==> config.mk <==
export PLATFORM = sky130hd
export DESIGN_NAME = fpmax_unit
export DESIGN_NICKNAME = d
export VERILOG_FILES = /design/src/rtl/fpmax_pkg.sv /design/src/rtl/fpmax_classify.sv /design/src/rtl/fpmax_pick.sv /design/src/rtl/fpmax_unit.sv
export SDC_FILE = /design/constraint.sdc
export NUM_CORES = 1
export LEC_CHECK = 0
export BUFFER_PORTS_ARGS = -buffer_cell sky130_fd_sc_hd__buf_4
export CAP_MARGIN = 20
export CORE_AREA = 3 3 178 180
export DETAILED_ROUTE_END_ITERATION = 8
export DIE_AREA = 0 0 181 183
export PLACE_DENSITY = 0.69
export SLEW_MARGIN = 15
export SYNTH_ARGS = -nofsm -noshare
export SYNTH_HDL_FRONTEND = slang
export SYNTH_HIERARCHICAL = 1
export SYNTH_SLANG_ARGS = --single-unit
==> constraint.sdc <==
create_clock -name clk -period 3.6 [get_ports clk]
set_input_delay 0.72 -clock clk [delete_from_list [all_inputs] [get_ports clk]]
set_output_delay 0.72 -clock clk [all_outputs]
set_load 0.005 [all_outputs]
==> src/rtl/fpmax_pkg.sv <==
package fpmax_pkg;
    localparam int EXP_W  = 11;
    localparam int MAN_W  = 52;
    localparam int LANE_W = 1 + EXP_W + MAN_W;

    typedef struct packed {
        logic              is_nan;
        logic              is_zero;
        logic              is_sub;
        logic              sign;
        logic [LANE_W-2:0] mag;
    } lane_cls_t;
endpackage

==> src/rtl/fpmax_classify.sv <==
module fpmax_classify
    import fpmax_pkg::*;
(
    input  logic [LANE_W-1:0] val,
    output lane_cls_t         cls
);
    logic [EXP_W-1:0] exp_f;
    logic [MAN_W-1:0] man_f;

    always_comb begin
        exp_f       = val[LANE_W-2 -: EXP_W];
        man_f       = val[MAN_W-1:0];
        cls.sign    = val[LANE_W-1];
        cls.mag     = val[LANE_W-2:0];
        cls.is_nan  = (&exp_f) && (|man_f);
        cls.is_zero = (exp_f == '0) && (man_f == '0);
        cls.is_sub  = (exp_f == '0) && (|man_f);
    end
endmodule

==> src/rtl/fpmax_pick.sv <==
module fpmax_pick
    import fpmax_pkg::*;
(
    input  logic [LANE_W-1:0] a_val,
    input  logic [LANE_W-1:0] b_val,
    input  lane_cls_t         a_cls,
    input  lane_cls_t         b_cls,
    output logic [LANE_W-1:0] res,
    output logic              nan_seen,
    output logic              sub_seen
);
    logic a_gt_b;

    always_comb begin
        // sign-magnitude ordering; undecided cases fall to the second operand
        if (a_cls.sign != b_cls.sign)
            a_gt_b = !a_cls.sign;
        else if (!a_cls.sign)
            a_gt_b = a_cls.mag > b_cls.mag;
        else
            a_gt_b = a_cls.mag < b_cls.mag;

        if (a_cls.is_zero && b_cls.is_zero)
            res = b_val;
        else if (a_cls.is_nan || b_cls.is_nan)
            res = b_val;
        else if (a_gt_b)
            res = a_val;
        else
            res = b_val;

        nan_seen = a_cls.is_nan || b_cls.is_nan;
        sub_seen = a_cls.is_sub || b_cls.is_sub;
    end
endmodule

==> src/rtl/fpmax_unit.sv <==
module fpmax_unit
    import fpmax_pkg::*;
#(
    parameter int LANES       = 2,
    parameter int ADDR_W      = 64,
    parameter int ALIGN_BYTES = 16
) (
    input  logic                     clk,
    input  logic                     rst_n,
    input  logic                     in_valid,
    output logic                     in_ready,
    input  logic [LANES*LANE_W-1:0]  op_a,
    input  logic [LANES*LANE_W-1:0]  op_b,
    input  logic                     src_mem,
    input  logic [ADDR_W-1:0]        src_addr,
    output logic                     out_valid,
    input  logic                     out_ready,
    output logic [LANES*LANE_W-1:0]  out_data,
    output logic                     out_invalid,
    output logic                     out_denorm,
    output logic                     out_misalign
);
    localparam int DATA_W    = LANES * LANE_W;
    localparam int ALIGN_LSB = $clog2(ALIGN_BYTES);

    typedef struct packed {
        logic              vld;
        logic [DATA_W-1:0] data;
        logic              inv;
        logic              den;
        logic              mis;
    } out_state_t;

    out_state_t st_d, st_q;

    logic [DATA_W-1:0] lane_res;
    logic [LANES-1:0]  lane_nan;
    logic [LANES-1:0]  lane_sub;
    logic              fault;
    logic              take;

    for (genvar k = 0; k < LANES; k++) begin : g_lane
        lane_cls_t cls_a, cls_b;

        fpmax_classify u_cls_a (
            .val (op_a[k*LANE_W +: LANE_W]),
            .cls (cls_a)
        );

        fpmax_classify u_cls_b (
            .val (op_b[k*LANE_W +: LANE_W]),
            .cls (cls_b)
        );

        fpmax_pick u_pick (
            .a_val    (op_a[k*LANE_W +: LANE_W]),
            .b_val    (op_b[k*LANE_W +: LANE_W]),
            .a_cls    (cls_a),
            .b_cls    (cls_b),
            .res      (lane_res[k*LANE_W +: LANE_W]),
            .nan_seen (lane_nan[k]),
            .sub_seen (lane_sub[k])
        );
    end

    always_comb begin
        fault = src_mem && (|src_addr[ALIGN_LSB-1:0]);
        take  = in_valid && !st_q.vld;
        st_d  = st_q;
        if (st_q.vld && out_ready)
            st_d.vld = 1'b0;
        if (take) begin
            st_d.vld  = 1'b1;
            st_d.mis  = fault;
            st_d.data = fault ? '0 : lane_res;
            st_d.inv  = !fault && (|lane_nan);
            st_d.den  = !fault && (|lane_sub);
        end
    end

    always_ff @(posedge clk or negedge rst_n) begin
        if (!rst_n)
            st_q <= '0;
        else
            st_q <= st_d;
    end

    assign in_ready     = !st_q.vld;
    assign out_valid    = st_q.vld;
    assign out_data     = st_q.data;
    assign out_invalid  = st_q.inv;
    assign out_denorm   = st_q.den;
    assign out_misalign = st_q.mis;
endmodule

==> out/metrics.cfg <==
[outcome]
status = completed

[cts]
clk_pin_slew_ps = 70
cts_tree = built
numCtsBuffers = 17
hold_buffers = 0
clk_latency_ps = 430
cts_max_level = 4
root_buffer = clkbuf_16
clock_tree.buffer_depth = 2
post_cts_buffers = 0
cts.sinks = 132

[power]
p_comb_share_pct = 35.2
p_per_area_nw_per_um2 = 374
seqPwrFrac_pct = 32.9
sw_frac_of_total_pct = 32.0
power_switching_uw = 1880
p_int_uw = 3980
p_leak_uw = 0.00804
p_clk_share_pct = 31.9
ir_drop_mv = 0.233

[timing]
slew_viol_final = 0
setup_violations = 0
fin_crit_ps = 3410
worstMarginPinSlew_ps = 680
fin_skew_ps = 9.81
rsz0062_at_grt = no
setup_tns_ps = 0
finalHoldViolations = 0
fin_crit_sh_pct = 94.7
fmax_mhz = 293
max_slew_margin_pct = 54.7
fin_ws_ps = 191

[synth]
synth_cells = 1541
ys_seq_area_share_pct = 26.3
yosys_most_used_dff = dfrtp_1
yosysWarnings = 6
synth_area_leaders = dfrtp_1 (26%), buf_4 (16%), ha_1 (13%)
synth_top_cell_by_area = dfrtp_1
ys_types = 38
async_flop_share_pct = 100
synth_edf_count = 0
yosysTopAreaCellShare_pct = 26.3
syn_area_per_cell_um2 = 8.15
synth_seq_cells = 132
netlist_area_um2 = 12600
syn_nets = 1992

[critical_path]
r2r-start = out_valid$_DFFE_PN0P_
crit_path_end_kind = flip-flop
critPathKind = in -> reg
crit_fanout = 26
cp-start-kind = primary input
cp.required_ps = 3870
cp.arrival_ps = 3680
reg2regPathDepth = 3
crit_start = op_b[72]

[placement]
place.port_buffers = 397
dp_hpwl_mm = 31.6
gp_congestion = 0.926
post-place-ws_ps = -460

[routing]
dr_wl_met2_mm = 19.9
antenna_left = 0
vias = 11200
firstDrtPassIters = 8
wirelength_mm = 39.7
met3_length_mm = 3.52
topRoutingLayerUsed = met5
drc = 0
vias_per_cell = 5.09
drt_iter0_drc = 492
wl_met1_mm = 15.6
wl_per_cell_um = 18.1

[grt]
gr-total-overflow = 0
grt_pass1_vias = 11600
grtUsageTotal_pct = 23.3
grt_pass1_wl_mm = 62.0
antenna_found_initial = 1
grt_max_degree = 132

[floorplan]
die_x_um = 181
fp.coreArea_um2 = 30300
rows = 64
die_y_um = 183
ioPinCount = 458
die_area_um2 = 33100
start_util_pct = 41.4

[final_layout]
syn_to_final_growth_pct = 24.8
drive_above_1_share_pct = 39.4
fillers = 2855
n_antenna_cell = 0
fin_nets = 2236

[job]
cap_violations = 0

[min_path]
min_path_type = in -> async

## layer usage
layer	global-route usage, %	vias to the layer above
li1	-	5528
met1	26.9	5212
met2	42.0	387
met3	7.74	43
met4	5.82	2
met5	0	-
## placed cells by master (no fill, tap or decap), drive strengths merged
| cell | instances |
|---|---|
| buf | 535 |
| nand2 | 301 |
| o21ai | 152 |
| dfrtp | 132 |
| inv | 129 |
| mux2 | 128 |
| ha | 126 |
| nor4 | 72 |
| a21oi | 46 |
| nand3 | 28 |
| nand4 | 26 |
| clkbuf | 19 |
| nor2 | 18 |
| nor3 | 12 |
| and4 | 10 |
| a21o | 8 |
| a221oi | 8 |
| a211oi | 6 |
| clkinv | 6 |
| or2 | 4 |
| bufinv | 3 |
| clkinvlp | 3 |
| or3 | 2 |
| and3 | 2 |
| and2 | 2 |
| nand3b | 2 |
| a221o | 2 |
| o21bai | 2 |
| o211ai | 2 |
| a2111oi | 2 |
| o31ai | 2 |
| o21a | 2 |
| a2bb2oi | 2 |
| nand4b | 2 |
| nand2b | 1 |
| o41ai | 1 |
## power by group through the flow
stage | logic (µW) | registers [µW] | clock network [µW]
final | 2060 | 1930 | 1870
after global routing | 2290 | 1960 | 1980
after CTS | 2070 | 1930 | 1930
after detailed placement | 2070 | 1950 | 0
after global placement | 2030 | 1940 | 0
after floorplan | 1080 | 1960 | 0
## cell usage after synthesis, drive strengths merged, types with 4 or more instances
| cell type | n |
|---|---|
| and4 | 10 |
| nand2 | 301 |
| nor2 | 18 |
| or2 | 4 |
| clkbuf | 27 |
| nand4 | 26 |
| a211oi | 6 |
| a221oi | 8 |
| buf | 284 |
| a21oi | 46 |
| nor3 | 12 |
| a21o | 8 |
| nor4 | 72 |
| o21ai | 152 |
| ha | 126 |
| inv | 127 |
| nand3 | 28 |
| dfrtp | 132 |
| mux2 | 128 |
## stage by stage
stage	hold WS (ps)	cell area (µm²)	total power, µW	instances	util [%]
CTS	265	15600	5930	2193	51.5
global placement	467	15000	3970	2161	49.4
floorplan	424	12600	3030	1541	-
detailed placement	472	15000	4020	2161	49.4
finish	258	15700	5860	2194	51.7
global route	279	15700	6230	2194	51.7
## path summary, 6_finish.rpt
kind | endpoint | slack, ps
max | out_data[118]$_DFFE_PN0P_ | 190
min | out_data[102]$_DFFE_PN0P_ | 260
max reg2reg | out_misalign$_DFFE_PN0P_ | 1950
min reg2reg | out_data[3]$_DFFE_PN0P_ | 480
max in group asynchronous | out_data[114]$_DFFE_PN0P_ | 2390
min in group clk | out_valid$_DFFE_PN0P_ | 470
## area by class of cell
cell class / count / area, µm² / area share [%]
Clock buffer: 18 / 439 / 2.80
Sequential cell: 132 / 3300 / 21.1
Inverter: 127 / 477 / 3.04
Timing Repair Buffer: 536 / 4150 / 26.4
Multi-Input combinational cell: 971 / 6640 / 42.3
Tap cell: 396 / 495 / 3.16
Clock inverter: 14 / 179 / 1.14
## critical path, cell delays in order
cell and delay [ps]:
buf_4 110, inv_1 70, ha_1 250, a21o_1 170
a221o_1 320, a221oi_1 310, o21ai_0 220, a211oi_1 330
nand3_1 170, a21oi_4 280, buf_12 220, mux2_2 350
nand2_1 60, o21ai_0 80
## sequential cells by signal, summed over array words and instances (netlist names)
name,count
out_data,128
out_denorm,1
out_valid,1
out_misalign,1
out_invalid,1
## cells by family after synthesis
| logic type | synth area share [%] |
|---|---|
| mux | 11.5 |
| fa+ha+maj | 12.6 |
| simple gates | 17.9 |
| compound gates | 10.5 |
| buf+inv | 21.3 |
| flops | 26.3 |
## timing repair
| action | 4_1_cts | 5_1_grt |
|---|---|---|
| setup endpoints to repair | 7 | 69 |
| cloned | 0 | 1 |
| gates resized for setup | 1 | 4 |
Note: power is estimated with default switching activity, not from simulation.
